===== src/rtl/i2c_rp_pkg.sv =====
package i2c_rp_pkg;
  typedef enum logic [2:0] {
    ST_IDLE  = 3'd0,
    ST_ADDR  = 3'd1,
    ST_PTR   = 3'd2,
    ST_WDATA = 3'd3,
    ST_TX    = 3'd4
  } rp_state_t;
endpackage


===== src/rtl/i2c_rp_sync.sv =====
module i2c_rp_sync #(
  parameter int STAGES = 2
) (
  input  logic clk,
  input  logic rst,
  input  logic scl_i,
  input  logic sda_i,
  output logic sda_q,
  output logic scl_rise,
  output logic scl_fall
);
  logic [STAGES-1:0] scl_sh, sda_sh;
  logic              scl_prev;

  generate
    if (STAGES == 1) begin : g_one
      always_ff @(posedge clk) begin
        if (rst) begin
          scl_sh <= '1;
          sda_sh <= '1;
        end else begin
          scl_sh <= scl_i;
          sda_sh <= sda_i;
        end
      end
    end else begin : g_chain
      always_ff @(posedge clk) begin
        if (rst) begin
          scl_sh <= '1;
          sda_sh <= '1;
        end else begin
          scl_sh <= {scl_sh[STAGES-2:0], scl_i};
          sda_sh <= {sda_sh[STAGES-2:0], sda_i};
        end
      end
    end
  endgenerate

  always_ff @(posedge clk) begin
    if (rst) scl_prev <= 1'b1;
    else     scl_prev <= scl_sh[STAGES-1];
  end

  assign sda_q    = sda_sh[STAGES-1];
  assign scl_rise = scl_sh[STAGES-1] & ~scl_prev;
  assign scl_fall = ~scl_sh[STAGES-1] & scl_prev;
endmodule


===== src/rtl/i2c_rp_ptr.sv =====
module i2c_rp_ptr #(
  parameter int W = 8
) (
  input  logic         clk,
  input  logic         rst,
  input  logic         load_i,
  input  logic [W-1:0] load_val_i,
  input  logic         inc_i,
  output logic [W-1:0] ptr_o
);
  always_ff @(posedge clk) begin
    if (rst)         ptr_o <= '0;
    else if (load_i) ptr_o <= load_val_i;
    else if (inc_i)  ptr_o <= ptr_o + 1'b1;
  end
endmodule


===== src/rtl/i2c_regptr_slave.sv =====
module i2c_regptr_slave
  import i2c_rp_pkg::*;
#(
  parameter int         DW          = 8,
  parameter int         SYNC_STAGES = 2,
  parameter logic [5:0] SLV_HI      = 6'b101011
) (
  input  logic          clk,
  input  logic          rst,
  input  logic          scl_i,
  input  logic          sda_i,
  input  logic          start_i,
  input  logic          stop_i,
  input  logic          addr_sel_i,
  input  logic [DW-1:0] reg_rdata_i,
  input  logic          reg_valid_i,
  input  logic          reg_writable_i,
  output logic          sda_oe_o,
  output logic [DW-1:0] reg_addr_o,
  output logic          reg_wr_o,
  output logic [DW-1:0] reg_wdata_o
);
  localparam int            CW     = $clog2(DW + 2);
  localparam logic [CW-1:0] C_LAST = CW'(DW - 1);
  localparam logic [CW-1:0] C_FULL = CW'(DW);
  localparam logic [CW-1:0] C_ACK  = CW'(DW + 1);

  rp_state_t     st;
  logic [CW-1:0] cnt;
  logic [DW-1:0] shreg;
  logic          rw;
  logic          sda_q, scl_rise, scl_fall;
  logic          bus_evt, ptr_load, ptr_inc;
  logic [DW-1:0] tx_byte;

  i2c_rp_sync #(.STAGES(SYNC_STAGES)) u_sync (
    .clk      (clk),
    .rst      (rst),
    .scl_i    (scl_i),
    .sda_i    (sda_i),
    .sda_q    (sda_q),
    .scl_rise (scl_rise),
    .scl_fall (scl_fall)
  );

  always_comb begin
    bus_evt  = start_i | stop_i;
    tx_byte  = reg_valid_i ? reg_rdata_i : '0;
    ptr_load = !bus_evt && scl_rise && (st == ST_PTR) && (cnt == C_LAST);
    ptr_inc  = !bus_evt && scl_fall &&
               (((st == ST_TX) && (cnt == C_FULL)) ||
                ((st == ST_WDATA) && (cnt == C_ACK)));
  end

  i2c_rp_ptr #(.W(DW)) u_ptr (
    .clk        (clk),
    .rst        (rst),
    .load_i     (ptr_load),
    .load_val_i ({shreg[DW-2:0], sda_q}),
    .inc_i      (ptr_inc),
    .ptr_o      (reg_addr_o)
  );

  always_ff @(posedge clk) begin
    if (rst) begin
      st          <= ST_IDLE;
      cnt         <= '0;
      shreg       <= '0;
      rw          <= 1'b0;
      sda_oe_o    <= 1'b0;
      reg_wr_o    <= 1'b0;
      reg_wdata_o <= '0;
    end else begin
      reg_wr_o <= 1'b0;
      if (stop_i) begin
        st       <= ST_IDLE;
        cnt      <= '0;
        sda_oe_o <= 1'b0;
      end else if (start_i) begin
        st       <= ST_ADDR;
        cnt      <= '0;
        sda_oe_o <= 1'b0;
      end else if (st != ST_IDLE) begin
        if (scl_rise) begin
          if (cnt != C_ACK) cnt <= cnt + 1'b1;
          if (st == ST_TX) begin
            // ninth rise: master acknowledge bit
            if (cnt == C_FULL && sda_q) st <= ST_IDLE;
          end else if (cnt < C_FULL) begin
            shreg <= {shreg[DW-2:0], sda_q};
          end
        end else if (scl_fall) begin
          unique case (st)
            ST_ADDR: begin
              if (cnt == C_FULL) begin
                if (shreg[DW-1:1] == {SLV_HI, addr_sel_i}) begin
                  sda_oe_o <= 1'b1;
                  rw       <= shreg[0];
                end else begin
                  st <= ST_IDLE;
                end
              end else if (cnt == C_ACK) begin
                cnt <= '0;
                if (rw) begin
                  st       <= ST_TX;
                  shreg    <= tx_byte;
                  sda_oe_o <= ~tx_byte[DW-1];
                end else begin
                  st       <= ST_PTR;
                  sda_oe_o <= 1'b0;
                end
              end
            end
            ST_PTR: begin
              if (cnt == C_FULL) begin
                sda_oe_o <= reg_valid_i;
              end else if (cnt == C_ACK) begin
                sda_oe_o <= 1'b0;
                cnt      <= '0;
                st       <= ST_WDATA;
              end
            end
            ST_WDATA: begin
              if (cnt == C_FULL) begin
                if (reg_valid_i && reg_writable_i) begin
                  sda_oe_o    <= 1'b1;
                  reg_wr_o    <= 1'b1;
                  reg_wdata_o <= shreg;
                end
              end else if (cnt == C_ACK) begin
                sda_oe_o <= 1'b0;
                cnt      <= '0;
              end
            end
            ST_TX: begin
              if (cnt == C_FULL) begin
                sda_oe_o <= 1'b0;
              end else if (cnt == C_ACK) begin
                cnt      <= '0;
                shreg    <= tx_byte;
                sda_oe_o <= ~tx_byte[DW-1];
              end else if (cnt != '0) begin
                shreg    <= {shreg[DW-2:0], 1'b0};
                sda_oe_o <= ~shreg[DW-2];
              end
            end
            default: st <= ST_IDLE;
          endcase
        end
      end
    end
  end
endmodule


===== config.mk =====
export PLATFORM = sky130hd
export DESIGN_NAME = i2c_regptr_slave
export DESIGN_NICKNAME = d
export VERILOG_FILES = /design/src/rtl/i2c_rp_pkg.sv /design/src/rtl/i2c_rp_sync.sv /design/src/rtl/i2c_rp_ptr.sv /design/src/rtl/i2c_regptr_slave.sv
export SDC_FILE = /design/constraint.sdc
export NUM_CORES = 1
export LEC_CHECK = 0
export BUFFER_PORTS_ARGS = -buffer_cell sky130_fd_sc_hd__buf_2
export CAP_MARGIN = 20
export CORE_ASPECT_RATIO = 0.9
export CORE_MARGIN = 2
export CORE_UTILIZATION = 40
export CTS_CLUSTER_DIAMETER = 50
export DETAILED_ROUTE_END_ITERATION = 12
export PLACE_DENSITY = 0.71
export SETUP_SLACK_MARGIN = 0.15
export SYNTH_ARGS = -nofsm -noshare
export SYNTH_HDL_FRONTEND = slang
export SYNTH_SLANG_ARGS = --single-unit

===== constraint.sdc =====
create_clock -name clk -period 1.84 [get_ports clk]
set_input_delay 0.092 -clock clk [delete_from_list [all_inputs] [get_ports clk]]
set_output_delay 0.092 -clock clk [all_outputs]
set_load 0.02 [all_outputs]

==> results of run 1 <==
## kinds of logic (layout without fill, tap and decap cells)
| group | count (synthesis) | in the layout | share of synthesized area |
|---|---|---|---|
| simple gates | 111 | 111 | 0.2972 |
| compound gates | 76 | 76 | 0.2146 |
| flops | 39 | 39 | 0.3265 |
| buf+inv | 29 | 99 | 0.06279 |
| mux | 11 | 11 | 0.04605 |
| fa+ha+maj | 8 | 8 | 0.04186 |
| xor+xnor | 3 | 3 | 0.01099 |
## cells in the mapped netlist (3+ instances only)
library cell and number:
a211oi_1 5, a21oi_1 22, a22oi_1 7, a311oi_1 6
a31oi_1 5, and2_1 3, and3_1 4, buf_2 3
buf_4 6, clkbuf_1 7, dfxtp_1 39, ha_1 8
inv_1 11, mux2i_1 11, nand2_1 10, nand2b_1 15
nand3_1 13, nand3b_4 3, nor2_1 23, nor3_1 6
nor3b_1 3, nor4_1 4, o21a_1 3, o21ai_0 7
o22ai_1 5, or2_2 6, or3_1 3, xor2_1 3
## cell type report
type / instances / area share
clock buffers: 5 / 0.02107
clock inverters: 3 / 0.01341
inverters: 11 / 0.01494
multi-input cells: 209 / 0.5142
flip-flops and latches: 39 / 0.2441
well taps: 70 / 0.02682
repair buffers: 80 / 0.1655
## path summary, 6_finish.rpt
check	start	endpoint	slack (ns)	depth (start not counted)
worst min register to register	u_sync.scl_sh[0]	u_sync.scl_sh[1]	0.42	1
worst max-delay path	st[1]	st[2]	0.05	6
worst min-delay path	reg_rdata_i[2]	shreg[2]	0.07	3
worst max register to register	st[1]	st[2]	0.05	6
## layer usage
layer / routed length [µm] / up-vias
li1: - / 1167
met3: 555 / 10
met2: 3044 / 93
met4: 85 / 0
met5: 0 / -
met1: 3135 / 1114
## power groups by stage
stage          Sequential, mW  Combinational (mW)  Clock [mW]
3_5_place_dp            0.876               0.107           0
6_report                0.854               0.126       0.730
5_1_grt                 0.855               0.135       0.787
3_3_place_gp            0.876               0.107           0
2_1_floorplan           0.871              0.0663           0
4_1_cts                 0.855               0.118       0.748
## worst max-delay path: cells and delay by family, from the launching register on
family	cells	cell delay, ns
AO/OA/AOI/OAI	3	0.33
buffers and inverters	1	0.16
flip-flops	1	0.34
AND/OR/NAND/NOR	2	0.81
## what timing repair did
action | 4_1_cts | 5_1_grt
hold endpoints to repair | 2 | 0
cloned | 0 | 0
buffers inserted | 6 | 1
setup endpoints to repair | 31 | 33
hold buffers | 2 | 0
pin swaps | 17 | 12
resized for setup | 20 | 23
## flip-flops by register name, summed over array words and instances, names as in the netlist
signal           flops
u_sync.scl_prev      1
reg_wdata_o          8
u_ptr.ptr_o          8
u_sync.scl_sh        2
reg_wr_o             1
st                   3
rw                   1
sda_oe_o             1
u_sync.sda_sh        2
shreg                8
cnt                  4
==> reports/summary.txt, run 1 <==
Reg area = 797.0 µm²
Synth top area share = 0.3265
Slew Limit Fails = 0
Net Sw Power = 406.5 µW
H-tree level count = 2
number of library cell types mapped by synthesis = 55
Max Fclk = 558.6 MHz
Synth area leader = dfxtp_1
unrepaired setup endpoints after global routing = true
Synth async-reset ratio = 0
Flop pwr share = 0.499
row count = 26
setup tns final = 0 ns
Yosys Warn Count = 0
CP arrival = 1.95 ns
Syn Nets = 302
Total GRT Usage = 0.2109
initial core utilization = 0.4176
area grow syn2layout = 36.58%
final instance area = 3266 µm²
WHS = 0.07489 ns
Root Buffer = clkbuf_8
diode count = 0
final hold violations = 0
die width = 85.50 µm
Leak = 1.346 nW
Internal = 1.304 mW
commonest cells after routing, fill and taps aside = buf_4, buf_2, dfxtp_1
Avg Inst Size Synth = 8.632 µm²
combinational share of power = 0.074
layout cells sized above 1 = 0.4265
Most Crowded Layer GR = met1
Die Area = 6613 µm²
Pwr Density = 523.7 nW/µm²
DRC Markers = 0
synthesized instance count = 277
pin count of the biggest net entering global routing = 36
DR pass1 iterations = 4
status = complete, no violations
crit-path cells = buf_4 -> nor3b_4 -> a31oi_4 -> or4_4 -> o21ai_2 -> a21oi_1
PortBufs = 34
Vias = 2384
num ports = 35
Total Power = 1.710 mW
multi-input logic area = 1679 µm²
commonest non-fill, non-tap cell in the layout = buf_4
DPL Wire Length = 4844 µm
Routability Congestion = 0.9623
Clock Sinks = 39
# nets final = 371
DR iter-0 viols = 252
post-route ant nets = 0
Rel. slew slack = 0.6968
DRT Wirelength = 6821 µm
Seq/Total Area, Yosys = 0.3265
final worst setup slack = 0.04983 ns
total gr overflow = 0
Startpoint Class = register
initial antenna violation count = 0
total CTS buffers = 5
chip height = 77.35 µm
Vias per Instance = 5.717
clk buf depth = 2
Least-Margin Pin Slew = 0.4513 ns
first-pass GRT wire length = 11130 µm
period utilization = 0.9729
Max Fanout on Critical Path = 6
clk_lat worst skew = 0.30 ns
Worst-path clk slew = 0.08 ns
Hold WC Path Type = in2reg
vias in the first global route = 2272
CP Capture Type = register
switch share = 0.2377
clock power share = 0.427
worst path required time = 2.00 ns
area of the mapped netlist = 2391 µm²
placed instance area = 2889 µm²
Slowest cell on crit path = or4_4
maximum vdd ir drop = 532.7 µV
GR Util met3 = 0.03936
pre-CTS WS = -0.02662 ns
Crit path largest cell delay = 0.51 ns
Fillers = 484
core area = 5725 µm²
Non-Filler Instances = 417
Final Util = 0.5704
met2 Use GR = 0.3117
flops & latches, synth = 39
max-cap violation count = 0
met1 Use GR = 0.3127
top_reg_cell synth = dfxtp_1
Synth area leaders = dfxtp_1, a21oi_1, mux2i_1
Final setup viols = 0
WS Path Type = reg2reg
Placed Cells = 400
Setup Skew = 0.01049 ns
Post-synth EDFFs = 0
Tmin final = 1.790 ns
CTS tree = yes
DR WL/cell = 16.36 µm
No activity file was read; power rests on OpenSTA's default activity.
==> run 2, diff against run 1 <==
--- a/config.mk
+++ b/config.mk
@@ -6,7 +6,6 @@
 export NUM_CORES = 1
 export LEC_CHECK = 0
 export BUFFER_PORTS_ARGS = -buffer_cell sky130_fd_sc_hd__buf_2
-export CAP_MARGIN = 20
 export CORE_ASPECT_RATIO = 0.9
 export CORE_MARGIN = 2
 export CORE_UTILIZATION = 40
@@ -16,4 +15,5 @@
 export SETUP_SLACK_MARGIN = 0.15
 export SYNTH_ARGS = -nofsm -noshare
 export SYNTH_HDL_FRONTEND = slang
+export SYNTH_HIERARCHICAL = 1
 export SYNTH_SLANG_ARGS = --single-unit
==> run 2 against run 1 <==
The flow now finishes with violations (setup timing). Fmax fell by 12%. Global-route usage rose by 0.35 points. Synthesized cell count fell by 2.5%. Sequential share of layout area fell by 1.5 points. Critical path depth rose by 5. Area after synthesis fell by 4.8%. Design area rose by 5.4%. Worst hold slack improved by 0.096 ns. Largest power group unchanged.
==> reports/summary.txt, run 2 <==
status = complete, but fails checks
failing checks = setup timing
Synth area leader = dfxtp_1
DRT Wirelength = 7480 µm
Setup Skew = 0.009232 ns
most frequent cell after synthesis = dfxtp_1
DRC Markers = 0
adder-cell share of the synthesized area = 0.02749
Post-synth EDFFs = 0
Clock Sinks = 39
max-cap violation count = 0
first-pass GRT wire length = 10900 µm
Routability Congestion = 0.9698
Net Sw Power = 416.0 µW
switch share = 0.2339
layout cells sized above 1 = 0.4426
DR WL/cell = 17.16 µm
# nets final = 387
Seq/Total Area, Yosys = 0.3430
WHS = 0.1710 ns
Rel. slew slack = 0.6802
simple-gate area share of the yosys netlist = 0.2694
Worst-path clk slew = 0.09 ns
Startpoint Class = register
flops & latches, synth = 39
Tmin final = 2.035 ns
number of library cell types mapped by synthesis = 58
H-tree level count = 2
biggest regs = reg_wdata_o (8), shreg (8), u_ptr/ptr_o (8)
Pwr Density = 516.8 nW/µm²
commonest non-fill, non-tap cell in the layout = buf_4
post-route ant nets = 0
Synth Area in Compound Gates = 0.2194
xor/xnor share of the synthesized area = 0.02694
diode count = 0
Syn Nets = 292
main combinational cell family by area after synthesis = simple AND/OR/NAND/NOR gates
PortBufs = 34
top_reg_cell synth = dfxtp_1
initial core utilization = 0.4068
Reg area = 787.0 µm²
Total Power = 1.779 mW
Die Area = 6310 µm²
DPL Wire Length = 4819 µm
Max Fclk = 491.4 MHz
worst path required time = 2.02 ns
combinational share of power = 0.091
Slowest cell on crit path = dfxtp_2
chip height = 75.56 µm
DR iter-0 viols = 261
Total GRT Usage = 0.2144
vias in the first global route = 2241
clk buf depth = 2
Internal = 1.363 mW
final hold violations = 0
crit-path cells = inv_2 -> ha_4 -> buf_4 -> buf_6 -> buf_6 -> a2bb2oi_4 -> a31oi_4 -> a211oi_2 -> buf_4 -> a22o_1 -> a31o_2
synthesized instance count = 270
num ports = 35
period utilization = 1.106
Synth top area share = 0.3430
CTS tree = yes
maximum vdd ir drop = 510.8 µV
multi-input logic area = 1617 µm²
area of the mapped netlist = 2276 µm²
WS Path Type = reg2reg
row count = 26
Avg Inst Size Synth = 8.429 µm²
clk_lat worst skew = 0.29 ns
Final Util = 0.6152
core area = 5595 µm²
clock power share = 0.428
total gr overflow = 0
Synth area leaders = dfxtp_1, mux2i_1, nor2_1
Crit path largest cell delay = 0.36 ns
commonest cells after routing, fill and taps aside = buf_4, dfxtp_1, buf_2
Vias per Instance = 5.860
Fillers = 427
initial antenna violation count = 0
total CTS buffers = 5
CP Capture Type = register
Root Buffer = clkbuf_8
Reg2Reg Setup Slack = -0.20 ns
Least-Margin Pin Slew = 0.4747 ns
pin count of the biggest net entering global routing = 21
Slew Limit Fails = 0
mux share of post-synthesis cell area = 0.05772
final worst setup slack = -0.1951 ns
Leak = 1.406 nW
Yosys Warn Count = 6
Commonest cells post-synth = dfxtp_1, nor2_1, a21oi_1, o21ai_0, nand3_1
Flop pwr share = 0.480
Synth async-reset ratio = 0
area grow syn2layout = 51.24%
Vias = 2555
die width = 83.51 µm
Max Fanout on Critical Path = 4
unrepaired setup endpoints after global routing = true
CP arrival = 2.22 ns
Final setup viols = 26
Hold WC Path Type = in2reg
DR pass1 iterations = 5
[run 2: cell types whose count changed after synthesis, moves of 5 or more]
cell / change
or2_2: -6
a22oi_1: -7
buf_4: -5
nand4_1: +8
a311oi_1: -6
or2_1: +5
o21ai_0: +10
a21oi_1: -5
a211o_1: +6
[run 2: path summary, 6_finish.rpt]
path	from	endpoint	depth (start not counted)
worst max-delay path	cnt[0]	st[0]	11
worst min-delay path	reg_rdata_i[5]	shreg[5]	4
worst max register to register	cnt[0]	st[0]	11
worst min register to register	u_sync/sda_sh[0]	u_sync/sda_sh[1]	1
[run 2: logic make-up (layout without fill, tap and decap cells)]
group / after synthesis / count (layout)
xor+xnor: 7 / 7
fa+ha+maj: 5 / 5
mux: 13 / 13
buf+inv: 24 / 120
simple gates: 108 / 108
compound gates: 74 / 74
flops: 39 / 39
[run 2: through the flow]
stage,cell area [µm²],setup slack (ns),TNS (ns),std cells
5_1_grt,3442,-0.2586,-5.168,436
3_5_place_dp,2882,-0.1418,-0.6850,408
6_report,3442,-0.1951,-3.109,436
3_3_place_gp,2882,-0.06280,-0.2213,408
4_1_cts,3236,-0.1383,-0.8642,429
2_1_floorplan,2318,-0.2275,-1.067,270
[run 2: layout make-up]
cell class,count,area share
clock inverters,2,0.01018
flip-flops and latches,39,0.2286
clock buffers,6,0.02399
multi-input cells,207,0.4696
well taps,70,0.02545
inverters,7,0.007634
repair buffers,105,0.2345
[run 2: power groups by stage]
stage	clock [mW]	combinational, mW	sequential (mW)
floorplan	0	0.0634	0.872
global placement	0	0.133	0.873
detailed placement	0	0.134	0.873
CTS	0.770	0.146	0.853
global route	0.816	0.173	0.855
finish	0.762	0.163	0.854
[run 2: what timing repair did]
item | in CTS | in global routing
pin swaps | 13 | 24
cloned | 1 | 1
setup buffers | 10 | 6
resized for setup | 32 | 31
hold buffers | 2 | 0
hold endpoints to repair | 2 | 0
setup endpoints to repair | 29 | 33
[run 2: critical path, delay by kind of cell, from the launching register on]
kind / cells / cell delay (ns)
buf+inv: 5 / 0.57
fa+ha+maj: 1 / 0.15
flops: 1 / 0.36
compound gates: 5 / 0.83
[run 2: metal layers]
layer / GRT usage / routed length (µm) / vias to the layer above / share of wire
li1: - / - / 1192 / -
met1: 0.3046 / 3417 / 1223 / 0.46
met2: 0.3262 / 3445 / 125 / 0.46
met3: 0.05850 / 526 / 15 / 0.070
met4: 0.05556 / 91 / 0 / 0.012
met5: 0 / 0 / - / 0
